## src/rtl/cal_pkg.sv

```systemverilog
package cal_pkg;
  localparam int ADDR_W  = 3;
  localparam int DATA_W  = 8;
  localparam int FIELD_W = 7;
  localparam int NREG    = 8;

  typedef enum logic [ADDR_W-1:0] {
    REG_SEC   = 3'd0,
    REG_MIN   = 3'd1,
    REG_HOUR  = 3'd2,
    REG_DATE  = 3'd3,
    REG_MONTH = 3'd4,
    REG_YEAR  = 3'd5,
    REG_DOW   = 3'd6,
    REG_CTRL  = 3'd7
  } cal_reg_e;

  function automatic logic [FIELD_W-1:0] bcd_to_bin(input logic [DATA_W-1:0] d);
    return FIELD_W'(d[7:4]) * FIELD_W'(10) + FIELD_W'(d[3:0]);
  endfunction

  function automatic logic [DATA_W-1:0] bin_to_bcd(input logic [FIELD_W-1:0] v);
    return {4'(v / FIELD_W'(10)), 4'(v % FIELD_W'(10))};
  endfunction

  function automatic logic [FIELD_W-1:0] month_len(input logic [FIELD_W-1:0] m,
                                                    input logic leap);
    case (m)
      7'd2:                  return leap ? 7'd29 : 7'd28;
      7'd4, 7'd6, 7'd9, 7'd11: return 7'd30;
      default:               return 7'd31;
    endcase
  endfunction
endpackage

```

## src/rtl/cal_tick_div.sv

```systemverilog
module cal_tick_div #(
  parameter int DIV = 32768
) (
  input  logic clk,
  input  logic rst_n,
  input  logic run,
  input  logic ref_tick,
  input  logic restart,
  output logic sec_tick
);
  localparam int CW = (DIV > 2) ? $clog2(DIV) : 1;
  localparam logic [CW-1:0] LAST = CW'(DIV - 1);

  logic [CW-1:0] cnt_q;
  logic          at_last;

  assign at_last  = (cnt_q == LAST);
  assign sec_tick = run && ref_tick && !restart && at_last;

  always_ff @(posedge clk) begin
    if (!rst_n) begin
      cnt_q <= '0;
    end else if (restart) begin
      cnt_q <= '0;
    end else if (run && ref_tick) begin
      cnt_q <= at_last ? '0 : cnt_q + 1'b1;
    end
  end
endmodule

```

## src/rtl/cal_time_core.sv

```systemverilog
module cal_time_core
  import cal_pkg::*;
(
  input  logic               clk,
  input  logic               rst_n,
  input  logic               tick,
  input  logic               ld_sec,
  input  logic               ld_min,
  input  logic               ld_hour,
  input  logic [FIELD_W-1:0] ld_val,
  output logic [FIELD_W-1:0] sec,
  output logic [FIELD_W-1:0] min,
  output logic [FIELD_W-1:0] hour,
  output logic               day_tick
);
  logic sec_end, min_end, hour_end;

  assign sec_end  = (sec >= 7'd59);
  assign min_end  = (min >= 7'd59);
  assign hour_end = (hour >= 7'd23);
  assign day_tick = tick && sec_end && min_end && hour_end;

  always_ff @(posedge clk) begin
    if (!rst_n) begin
      sec  <= '0;
      min  <= '0;
      hour <= '0;
    end else begin
      if (ld_sec)                  sec  <= ld_val;
      else if (tick)               sec  <= sec_end ? '0 : sec + 1'b1;
      if (ld_min)                  min  <= ld_val;
      else if (tick && sec_end)    min  <= min_end ? '0 : min + 1'b1;
      if (ld_hour)                 hour <= ld_val;
      else if (tick && sec_end && min_end)
                                   hour <= hour_end ? '0 : hour + 1'b1;
    end
  end
endmodule

```

## src/rtl/cal_date_core.sv

```systemverilog
module cal_date_core
  import cal_pkg::*;
(
  input  logic               clk,
  input  logic               rst_n,
  input  logic               day_tick,
  input  logic               ld_date,
  input  logic               ld_month,
  input  logic               ld_year,
  input  logic               ld_dow,
  input  logic [FIELD_W-1:0] ld_val,
  output logic [FIELD_W-1:0] date,
  output logic [FIELD_W-1:0] month,
  output logic [FIELD_W-1:0] year,
  output logic [FIELD_W-1:0] dow
);
  logic               leap;
  logic [FIELD_W-1:0] last_day;
  logic               month_end, year_end;

  assign leap      = (year[1:0] == 2'b00);
  assign last_day  = month_len(month, leap);
  assign month_end = (date >= last_day);
  assign year_end  = month_end && (month >= 7'd12);

  always_ff @(posedge clk) begin
    if (!rst_n) begin
      date  <= 7'd1;
      month <= 7'd1;
      year  <= '0;
      dow   <= '0;
    end else begin
      if (ld_date)                    date  <= ld_val;
      else if (day_tick)              date  <= month_end ? 7'd1 : date + 1'b1;
      if (ld_month)                   month <= ld_val;
      else if (day_tick && month_end) month <= (month >= 7'd12) ? 7'd1 : month + 1'b1;
      if (ld_year)                    year  <= ld_val;
      else if (day_tick && year_end)  year  <= (year >= 7'd99) ? '0 : year + 1'b1;
      if (ld_dow)                     dow   <= ld_val;
      else if (day_tick)              dow   <= (dow >= 7'd6) ? '0 : dow + 1'b1;
    end
  end
endmodule

```

## src/rtl/cal_reg_map.sv

```systemverilog
module cal_reg_map
  import cal_pkg::*;
(
  input  logic               wr_valid,
  input  logic [ADDR_W-1:0]  wr_addr,
  input  logic [DATA_W-1:0]  wr_data,
  input  logic [ADDR_W-1:0]  rd_addr,
  input  logic               mode12,
  input  logic [FIELD_W-1:0] sec,
  input  logic [FIELD_W-1:0] min,
  input  logic [FIELD_W-1:0] hour,
  input  logic [FIELD_W-1:0] date,
  input  logic [FIELD_W-1:0] month,
  input  logic [FIELD_W-1:0] year,
  input  logic [FIELD_W-1:0] dow,
  output logic [NREG-1:0]    ld,
  output logic [FIELD_W-1:0] ld_val,
  output logic [DATA_W-1:0]  rd_data
);
  for (genvar g = 0; g < NREG; g++) begin : g_ld
    assign ld[g] = wr_valid && (wr_addr == ADDR_W'(g));
  end

  logic [FIELD_W-1:0] wr_h12, wr_hour12, wr_hour;
  assign wr_h12    = bcd_to_bin({3'b000, wr_data[4:0]});
  assign wr_hour12 = ((wr_h12 == 7'd12) ? 7'd0 : wr_h12) + (wr_data[5] ? 7'd12 : 7'd0);
  assign wr_hour   = mode12 ? wr_hour12 : bcd_to_bin(wr_data);

  always_comb begin
    if (wr_addr == REG_HOUR) ld_val = wr_hour;
    else                     ld_val = bcd_to_bin(wr_data);
  end

  logic [FIELD_W-1:0] rd_h12;
  logic               rd_pm;
  logic [DATA_W-1:0]  rd_hour;
  assign rd_pm   = (hour >= 7'd12);
  assign rd_h12  = (hour == 7'd0) ? 7'd12 : ((hour > 7'd12) ? hour - 7'd12 : hour);
  assign rd_hour = mode12 ? (bin_to_bcd(rd_h12) | {2'b00, rd_pm, 5'b00000})
                          : bin_to_bcd(hour);

  always_comb begin
    case (rd_addr)
      REG_SEC:   rd_data = bin_to_bcd(sec);
      REG_MIN:   rd_data = bin_to_bcd(min);
      REG_HOUR:  rd_data = rd_hour;
      REG_DATE:  rd_data = bin_to_bcd(date);
      REG_MONTH: rd_data = bin_to_bcd(month);
      REG_YEAR:  rd_data = bin_to_bcd(year);
      REG_DOW:   rd_data = bin_to_bcd(dow);
      default:   rd_data = {{(DATA_W-1){1'b0}}, mode12};
    endcase
  end
endmodule

```

## src/rtl/calendar_clock.sv

```systemverilog
module calendar_clock
  import cal_pkg::*;
#(
  parameter int DIV = 32768
) (
  input  logic              clk,
  input  logic              rst_n,
  input  logic              ref_tick,
  input  logic              wr_valid,
  output logic              wr_ready,
  input  logic [ADDR_W-1:0] wr_addr,
  input  logic [DATA_W-1:0] wr_data,
  input  logic [ADDR_W-1:0] rd_addr,
  output logic [DATA_W-1:0] rd_data,
  output logic              halted
);
  logic               halted_q, mode_q, sec_tick, day_tick;
  logic [NREG-1:0]    ld;
  logic [FIELD_W-1:0] ld_val;
  logic [FIELD_W-1:0] sec_q, min_q, hour_q, date_q, month_q, year_q, dow_q;

  assign wr_ready = 1'b1;
  assign halted   = halted_q;

  always_ff @(posedge clk) begin
    if (!rst_n) begin
      halted_q <= 1'b1;
      mode_q   <= 1'b0;
    end else begin
      if (wr_valid && (wr_addr != REG_CTRL)) halted_q <= 1'b0;
      if (ld[REG_CTRL])                      mode_q   <= wr_data[0];
    end
  end

  cal_tick_div #(.DIV(DIV)) u_div (
    .clk(clk), .rst_n(rst_n), .run(!halted_q), .ref_tick(ref_tick),
    .restart(wr_valid), .sec_tick(sec_tick)
  );

  cal_reg_map u_map (
    .wr_valid(wr_valid), .wr_addr(wr_addr), .wr_data(wr_data), .rd_addr(rd_addr),
    .mode12(mode_q), .sec(sec_q), .min(min_q), .hour(hour_q), .date(date_q),
    .month(month_q), .year(year_q), .dow(dow_q), .ld(ld), .ld_val(ld_val),
    .rd_data(rd_data)
  );

  cal_time_core u_time (
    .clk(clk), .rst_n(rst_n), .tick(sec_tick),
    .ld_sec(ld[REG_SEC]), .ld_min(ld[REG_MIN]), .ld_hour(ld[REG_HOUR]),
    .ld_val(ld_val), .sec(sec_q), .min(min_q), .hour(hour_q), .day_tick(day_tick)
  );

  cal_date_core u_date (
    .clk(clk), .rst_n(rst_n), .day_tick(day_tick),
    .ld_date(ld[REG_DATE]), .ld_month(ld[REG_MONTH]), .ld_year(ld[REG_YEAR]),
    .ld_dow(ld[REG_DOW]), .ld_val(ld_val),
    .date(date_q), .month(month_q), .year(year_q), .dow(dow_q)
  );
endmodule

```

## config.mk

```make
export PLATFORM = sky130hd
export DESIGN_NAME = calendar_clock
export DESIGN_NICKNAME = d
export VERILOG_FILES = /design/src/rtl/cal_pkg.sv /design/src/rtl/cal_tick_div.sv /design/src/rtl/cal_time_core.sv /design/src/rtl/cal_date_core.sv /design/src/rtl/cal_reg_map.sv /design/src/rtl/calendar_clock.sv
export SDC_FILE = /design/constraint.sdc
export NUM_CORES = 1
export LEC_CHECK = 0
export BUFFER_PORTS_ARGS = -buffer_cell sky130_fd_sc_hd__buf_2
export CAP_MARGIN = 30
export CELL_PAD_IN_SITES_DETAIL_PLACEMENT = 1
export CELL_PAD_IN_SITES_GLOBAL_PLACEMENT = 1
export CORE_ASPECT_RATIO = 1.4
export CORE_MARGIN = 2
export CORE_UTILIZATION = 50
export DETAILED_ROUTE_END_ITERATION = 8
export HOLD_SLACK_MARGIN = 0.12
export PLACE_DENSITY_LB_ADDON = 0.08
export SLEW_MARGIN = 10
export SYNTH_ARGS = -nofsm -noshare
export SYNTH_HDL_FRONTEND = slang
export SYNTH_SLANG_ARGS = --single-unit
```

## constraint.sdc

```tcl
create_clock -name clk -period 7.6 [get_ports clk]
set_input_delay 0.76 -clock clk [delete_from_list [all_inputs] [get_ports clk]]
set_output_delay 0.76 -clock clk [all_outputs]
set_load 0.02 [all_outputs]
```

Word level (Yosys, flattened, before mapping)
Index checks and enable logic that the tools add are counted.

Flip-flop bits (word level): 66. Bits of input ports: 18. Output and inout port bits: 10.

Add/sub/neg operators: 12. $mul: 2. Divide/modulo/power cells: 16. Magnitude comparators: 9. Eq/ne operators: 21. Mux-type cells: 32. Bitwise operators: 2. Reduce and logical (&&, ||, !) cells: 33.

Operator list (number): $mux 7 (26); $div 7x4->7 const B (8); $mod 7x4->7 const B (8); $pmux 8 s7 (1); $add 7x1->7 const B (7); $eq 3x3->1 const B (7); $eq 7x4->1 const B (3); $logic_and 1x1->1 (18); $add 15x1->15 const B (1); $eq 15x15->1 const B (1); $mux 15 (1); $eq 7x3->1 const B (2); $ge 7x4->1 const B (2); $ge 7x6->1 const B (2); $pmux 7 s2 (1); $reduce_bool 2->1 (7); $eq 3x2->1 const B (4); $mux 8 (1); $or 8x6->8 (1); $add 7x4->7 (1); $add 7x7->7 (1); $eq 7x2->1 const B (1); $ge 7x3->1 const B (1); $ge 7x5->1 const B (1); other kinds (18) (21).

Depth between registers and ports, before layout
Gate-level depths: netlist of the first run.

Word-level depth: 10. Mapped depth: 23. Mapped depth without buffers: 22.

Modules after synthesis
A second synthesis of the first run with hierarchy kept.

Cells, all modules: 867. Area, all modules: 6618.8 µm².

Modules (own cells, without submodules): cal_reg_map (instances 1, cells an instance 384, area each 2606.2 µm²); cal_date_core (instances 1, cells an instance 219, area each 1726.7 µm²); cal_time_core (instances 1, cells an instance 168, area each 1446.4 µm²); cal_tick_div (instances 1, cells an instance 87, area each 749.5 µm²); calendar_clock (instances 1, cells an instance 9, area each 90.1 µm²).

Least setup slack after synthesis of the first run
OpenSTA, ideal clock, no wires.

Path type: register to output. Start point: register u_time.hour[3]. End point: output port rd_data[2]. Arrival time: 4816 ps. Slack: 2024 ps. Cell stages (with the launch flop): 24. Cell sequence: dfxtp_1 clkbuf_1 inv_1 ha_1 o21a_1 nor3_1 a211o_1 a21o_1 o21a_1 ha_1 inv_1 nand3_2 o22ai_1 a221oi_1 ha_1 inv_1 o31ai_1 a21oi_2 xnor2_1 ha_1 a22oi_1 o21ai_0 a31o_2 a21oi_1.

Word-level cells in the longest chain between the ends: 7.

Ends and longest elaborated chain: from (decl) (RTL line cal_time_core.sv:13) `output logic [FIELD_W-1:0] hour,`; from (signal assigned) (RTL line cal_time_core.sv:33) `if (ld_hour) hour <= ld_val;`; from (signal assigned) (RTL line cal_time_core.sv:35) `hour <= hour_end ? '0 : hour + 1'b1;`; $sub 7x4->7 or $gt 7x4->1 (tied branches) (RTL line cal_reg_map.sv:38) `assign rd_h12 = (hour == 7'd0) ? 7'd12 : ((hour > 7'd12) ? hour - 7'd12 : hour);`; $mux 7 (2 in series) (RTL line cal_reg_map.sv:38); $mod 7x4->7 (RTL line cal_pkg.sv:23) `return {4'(v / FIELD_W'(10)), 4'(v % FIELD_W'(10))};`; $or 8x6->8 (RTL line cal_reg_map.sv:39) `assign rd_hour = mode12 ? (bin_to_bcd(rd_h12) | {2'b00, rd_pm, 5'b00000})`; $mux 8 * (RTL line cal_reg_map.sv:39); $pmux 8 s7 * (RTL line cal_reg_map.sv:43) `case (rd_addr)`; to (decl) (RTL line calendar_clock.sv:14) `output logic [DATA_W-1:0] rd_data,`.

Mark *: on every way between the ends. The rest lies on a longest branch, timed or not.

Final worst setup path of the first run
Ends and elaborated chain as after synthesis.

==> reports/summary.txt, run 1 <==
post-DR wirelength/cell = 20.6 µm
Worst Tran Pin Value = 1.05 ns
Clk pwr share = 35.9%
post-synth design cell area = 6170 µm²
vias in the first global route = 6537
Critical Path End Type = primary output
worst reg2reg path startpoint = halted
post-DR vias/cell = 6.47
Max Cap Viol = 0
synth unique cells = 79
die footprint = 13200 µm²
Num CTS Buffers = 9
Setup Skew = 0.00624 ns
max-slew violations = 0
fin crit period = 6.78 ns
switching pwr = 0.000413 W
initial antenna violation count = 0
1st-iter DRT viols = 382
clk root buf = clkbuf_16
Syn Inst Count = 834
total vias in the final route = 6397
cells along the critical path = ha_1 > a21bo_2 > a21oi_1 > o211a_1 > o2bb2ai_1 > ha_1 > inv_1 > nand3_2 > o22ai_1 > a221oi_1 > ha_1 > inv_1 > o31ai_1 > a21oi_2 > xnor2_1 > ha_1 > a22oi_1 > o21ai_0 > a31o_2 > a21oi_1 > buf_2
Final ANT Viol Nets = 0
maximum VDD drop = 0.154 mV
HP Start = halted
outcome = completed
core area = 12200 µm²
Flop pwr share = 32.2%
postcts setup bufs = 0
Final HPWL DP = 15400 µm
area delta synth->final = 7.18%
Die Ht = 135 µm
worst hold path cell count = 2
total power per unit cell area = 177 nW/µm²
gpl congestion = 0.865
largest net degree at the start of global routing = 53
IO buf count = 26
CP Launch Type = register
R2R depth = 11
gr usage total = 30.6%
H-tree levels = 3
final setup margin = 0.820 ns
Max Fclk = 147 MHz
crit-path max FO = 18
Final Setup Violations = 0
multi-input combinational cell area = 4490 µm²
part of the Yosys area used for sequential elements = 21.4%
DRC Markers = 0
Layout Utilization = 54.2%
clk buf depth = 2
RSZ-0062 raised after global routing = false
FILL cells = 1592
CP max stage delay = 0.73 ns
row count = 48
Comb pwr share = 31.8%
Post-synth EDFFs = 0
WP data arrival = 6.02 ns
number of synthesis warnings = 0
Worst path slowest cell = dfxtp_1
Synth Area per Inst = 7.39 µm²
pre-CTS worst setup slack = 1.05 ns
TritonCTS clock tree = done
Post-CTS Resized = 0
cell leakage power = 2.65 nW
n_diodes = 0
Synth Flop Type = dfxtp_1
syn_nets = 897
Nets = 897
initial core utilization = 50.6%
layout cells sized above 1 = 8.83%
clock-pin slew on the worst setup and hold paths = 0.06 ns
FF+latch area = 1320 µm²
max_slew headroom = 29.9%
commonest non-fill, non-tap cell in the layout = nand2_1
Power, Total = 0.00117 W
drt first pass iters = 5
first-pass GRT wire length = 32700 µm
Die X = 97.9 µm
Skew-Pair Late Insertion Delay = 0.34 ns
Crit. Startpoint = u_time.hour[3]
final wirelength = 20400 µm
register bit total from synthesis = 66
total grt overflow = 0
placed cell area = 6310 µm²
fin crit share = 89.2%
Hold Violations, Final = 0
ys async rst share = 0%
CTS Hold Bufs = 0
# IOs = 28
critical path's most frequent cell = ha_1
Sink Count = 66
commonest non-fill, non-tap cells in the layout = 84 x nand2_1, 66 x nor2_1, 66 x dfxtp_1, 60 x o21ai_0, 44 x nand3_1
critical path class = reg2out
worst min-delay path category = reg2reg
final instance area = 6610 µm²
Required @ worst endpoint = 6.84 ns
sw frac = 35.4%
Setup TNS = 0 ns
Internal = 0.000754 W
## layout make-up
cell class | count | share of cell area, %
multi-input combinational | 685 | 68.0
inverter | 43 | 2.44
clock inverter | 5 | 0.833
timing repair buffer | 29 | 2.31
sequential | 66 | 20.0
clock buffer | 10 | 3.62
tap | 150 | 2.84
## critical path, delay by kind of cell (launching register included)
family | cells | cell delay (ns)
XOR/XNOR | 1 | 0.17
AND/OR/NAND/NOR | 1 | 0.07
buffers and inverters | 3 | 0.37
adder cells (fa/ha/maj) | 4 | 1.39
flip-flops | 1 | 0.73
AO/OA/AOI/OAI | 12 | 2.92
## Yosys cell counts, drive strengths merged (13+ instances only)
library cell,number,area [µm²]
dfxtp,66,1320
nand3,46,240
inv,43,161
ha,42,526
nor2b,19,119
o21a,13,97.6
mux2i,16,160
o21ai,64,320
clkbuf,25,93.8
buf,15,97.6
nor3,23,120
o22ai,20,125
a21oi,41,216
nand2b,16,100
and2,26,163
nand2,85,322
nor2,68,265
xnor2,15,131
## metrics by stage
step                      cells  hold slack [ns]
after global routing        988            0.539
after floorplan             834            0.455
after detailed placement    972            0.454
after global placement      970            0.447
final                       988            0.472
after CTS                   987            0.471
## state kept, by name (all words and copies together) (netlist names)
register,flops
u_time.hour,7
u_date.year,7
u_date.date,7
u_date.month,7
u_time.sec,7
halted,1
u_date.dow,7
u_div.cnt_q,15
mode_q,1
u_time.min,7
## layer usage
metal | wire, µm | share of wire (%) | up-vias | track usage, %
met5 | 0 | 0 | - | 0
met4 | 908 | 4.5 | 0 | 15.5
met3 | 626 | 3.1 | 59 | 2.68
met2 | 11000 | 54 | 152 | 59.6
met1 | 7810 | 38 | 3139 | 32.5
li1 | - | - | 3047 | -
## worst paths after layout
| check | endpoint | slack, ns |
|---|---|---|
| min | halted | 0.47 |
| max | rd_data[2] | 0.82 |
| min reg2reg | halted | 0.47 |
| max reg2reg | u_date.year[2] | 3.04 |
## power by group through the flow
| stage | clock, W | combinational, W | sequential (W) |
|---|---|---|---|
| final | 0.000419 | 0.000372 | 0.000376 |
| after global routing | 0.000436 | 0.000406 | 0.000377 |
| after global placement | 0 | 0.000340 | 0.000382 |
| after detailed placement | 0 | 0.000364 | 0.000383 |
| after floorplan | 0 | 0.000266 | 0.000373 |
| after CTS | 0.000423 | 0.000367 | 0.000375 |
## cell families after synthesis
group	after synthesis	share of synthesized area [%]
compound gates	256	28.4
simple gates	332	27.0
other cells	1	0.0608
flops	66	21.4
mux	23	3.88
xor+xnor	27	3.84
fa+ha+maj	46	9.66
buf+inv	83	5.72
No activity file was read; power rests on OpenSTA's default activity.
==> run 2: changes to the inputs <==
--- a/config.mk
+++ b/config.mk
@@ -9,7 +9,7 @@
 export CAP_MARGIN = 30
 export CELL_PAD_IN_SITES_DETAIL_PLACEMENT = 1
 export CELL_PAD_IN_SITES_GLOBAL_PLACEMENT = 1
-export CORE_ASPECT_RATIO = 1.4
+export CORE_ASPECT_RATIO = 0.8
 export CORE_MARGIN = 2
 export CORE_UTILIZATION = 50
 export DETAILED_ROUTE_END_ITERATION = 8
==> run 2 against run 1 <==
- sequential power is essentially flat
- critical path depth grew 2
- design area shrank 0.30%
- non-clock buffer count shrank 1
- wire length shrank 0.33%
- largest power group unchanged
- sequential share of layout area grew 0.061 points
- die area is essentially flat
- via count grew 1.3%
- largest cell class unchanged
- register-to-register slack gained 0.07 ns
- core utilization grew 0.17 points
- hold slack lost 0.0081 ns
- clock skew grew 0.0012 ns
==> reports/summary.txt, run 2 (synthesis gave the netlist of run 1 again) <==
outcome = completed (unchanged)
1st-iter DRT viols = 495 (was 382)
largest net degree at the start of global routing = 53 (unchanged)
Final ANT Viol Nets = 0 (unchanged)
layout cells sized above 1 = 8.83% (unchanged)
total power per unit cell area = 172 nW/µm² (was 177 nW/µm²)
worst flop-to-flop path endpoint = u_date.year[2] (unchanged)
post-DR vias/cell = 6.55 (was 6.47)
cells along the critical path = inv_1 > ha_1 > o21a_1 > nor3_1 > a211o_1 > a21o_1 > o21a_1 > ha_1 > inv_1 > nand3_2 > o22ai_1 > a221oi_1 > ha_1 > inv_1 > o31ai_1 > a21oi_2 > xnor2_1 > ha_1 > a22oi_1 > o21ai_0 > a31o_2 > a21oi_1 > buf_2 (was ha_1 > a21bo_2 > a21oi_1 > o211a_1 > o2bb2ai_1 > ha_1 > inv_1 > nand3_2 > o22ai_1 > a221oi_1 > ha_1 > inv_1 > o31ai_1 > a21oi_2 > xnor2_1 > ha_1 > a22oi_1 > o21ai_0 > a31o_2 > a21oi_1 > buf_2)
n_diodes = 0 (unchanged)
Die X = 128 µm (was 97.9 µm)
commonest non-fill, non-tap cell in the layout = nand2_1 (unchanged)
Post-Layout Cell Count = 990 (was 988)
fin crit period = 6.80 ns (was 6.78 ns)
maximum VDD drop = 0.169 mV (was 0.154 mV)
clock-pin slew on the worst setup and hold paths = 0.06 ns (about the same)
HP Start = halted (unchanged)
clk root buf = clkbuf_16 (unchanged)
fin crit share = 89.4% (was 89.2%)
CP Buf/Inv Count = 4 (was 3)
die footprint = 13200 µm² (about the same)
DRC Markers = 0 (unchanged)
CTS Hold Bufs = 0 (unchanged)
max_slew headroom = 24.1% (was 29.9%)
H-tree levels = 3 (unchanged)
worst hold path cell count = 2 (unchanged)
Sink Count = 66 (unchanged)
TritonCTS clock tree = done (unchanged)
gpl congestion = 0.963 (was 0.865)
initial core utilization = 50.9% (was 50.6%)
Skew-Pair Late Insertion Delay = 0.35 ns (was 0.34 ns)
Largest register FFs = 15 (unchanged)
row count = 36 (was 48)
Required @ worst endpoint = 6.84 ns (about the same)
commonest non-fill, non-tap cells in the layout = 84 x nand2_1, 66 x nor2_1, 66 x dfxtp_1, 60 x o21ai_0, 44 x nand3_1 (unchanged)
CP max stage delay = 0.73 ns (about the same)
Nets = 896 (was 897)
first-pass GRT wire length = 32500 µm (was 32700 µm)
Worst path slowest cell = dfxtp_1 (unchanged)
# IOs = 28 (unchanged)
Num CTS Buffers = 9 (unchanged)
max-slew violations = 0 (unchanged)
hold endpoint = halted (unchanged)
area delta synth->final = 6.86% (was 7.18%)
final wirelength = 20300 µm (was 20400 µm)
Setup Skew = 0.00748 ns (was 0.00624 ns)
cell leakage power = 2.63 nW (was 2.65 nW)
critical path class = reg2out (unchanged)
Worst Tran Pin Value = 1.14 ns (was 1.05 ns)
RSZ-0062 raised after global routing = false (unchanged)
Final Setup Violations = 0 (unchanged)
worst reg2reg path startpoint = halted (unchanged)
worst min-delay path category = reg2reg (unchanged)
critical path's most frequent cell = ha_1 (unchanged)
initial antenna violation count = 0 (unchanged)
total vias in the final route = 6482 (was 6397)
vias in the first global route = 6296 (was 6537)
# placed instances = 974 (was 972)
Post-CTS Resized = 0 (unchanged)
Die Ht = 103 µm (was 135 µm)
R2R Setup Slk = 3.11 ns (was 3.04 ns)
WP data arrival = 6.04 ns (was 6.02 ns)
IO buf count = 26 (unchanged)
gr usage total = 31.3% (was 30.6%)
Hold Violations, Final = 0 (unchanged)
clk buf depth = 2 (unchanged)
Final HPWL DP = 15100 µm (was 15400 µm)
Critical Path End Type = primary output (unchanged)
crit-path max FO = 17 (was 18)
drt first pass iters = 5 (unchanged)
total grt overflow = 0 (unchanged)
R2R depth = 11 (unchanged)
Max Cap Viol = 0 (unchanged)
Largest Register = u_div.cnt_q (unchanged)
Max Fclk = 147 MHz (about the same)
CP Launch Type = register (unchanged)
postcts setup bufs = 0 (unchanged)
post-DR wirelength/cell = 20.5 µm (was 20.6 µm)
core area = 12100 µm² (was 12200 µm²)
Crit path depth = 23 (was 21)
Setup TNS = 0 ns (unchanged)
family with the most delay on the worst path = compound AO/OA/AOI/OAI gates (unchanged)
[run 2: report_power, final]
group	switching, W	internal [W]	total [W]
Clock	0.000172	0.000223	0.000395
Combinational	0.000229	0.000134	0.000364
Sequential	0.0000192	0.000356	0.000375
Total	0.000421	0.000713	0.00113
[run 2: stage by stage]
stage / setup slack [ns] / area (µm²) / utilization, % / hold slack, ns / total power, W
6_report: 0.803 / 6590 / 54.4 / 0.464 / 0.00113
5_1_grt: 0.298 / 6590 / 54.4 / 0.504 / 0.00119
3_5_place_dp: 1.02 / 6310 / 52.1 / 0.459 / 0.000738
2_1_floorplan: 2.02 / 6170 / - / 0.455 / 0.000639
3_3_place_gp: 1.40 / 6300 / 52.0 / 0.446 / 0.000717
4_1_cts: 0.887 / 6590 / 54.4 / 0.470 / 0.00113
[run 2: metal layers]
layer,track usage (%),wire (µm),up-vias
met3,5.40,1210,32
met4,11.0,401,0
met1,43.3,9530,3215
met2,49.6,9160,188
met5,0,0,-
li1,-,-,3047
[run 2: cell type report]
| type | count | area [µm²] |
|---|---|---|
| clock buffer | 9 | 225 |
| clock inverter | 7 | 53.8 |
| fill | 1557 | 5530 |
| inverter | 43 | 161 |
| multi-input combinational | 685 | 4490 |
| sequential | 66 | 1320 |
| tap | 152 | 190 |
| timing repair buffer | 28 | 145 |
[run 2: worst max-delay path by stage]
stage	end	start	slack, ns
final	rd_data[2]	u_time.hour[2]	0.80
after global routing	rd_data[2]	u_time.hour[2]	0.30
after CTS	rd_data[2]	u_time.hour[2]	0.89
after detailed placement	rd_data[2]	rd_addr[1]	1.02
after global placement	rd_data[2]	rd_addr[1]	1.40
after floorplan	rd_data[2]	u_time.hour[3]	2.02
[run 2: worst min-delay path: cells and delay by family (launching register included)]
family,cells,cell delay (ns)
flops,1,0.32
simple gates,2,0.10
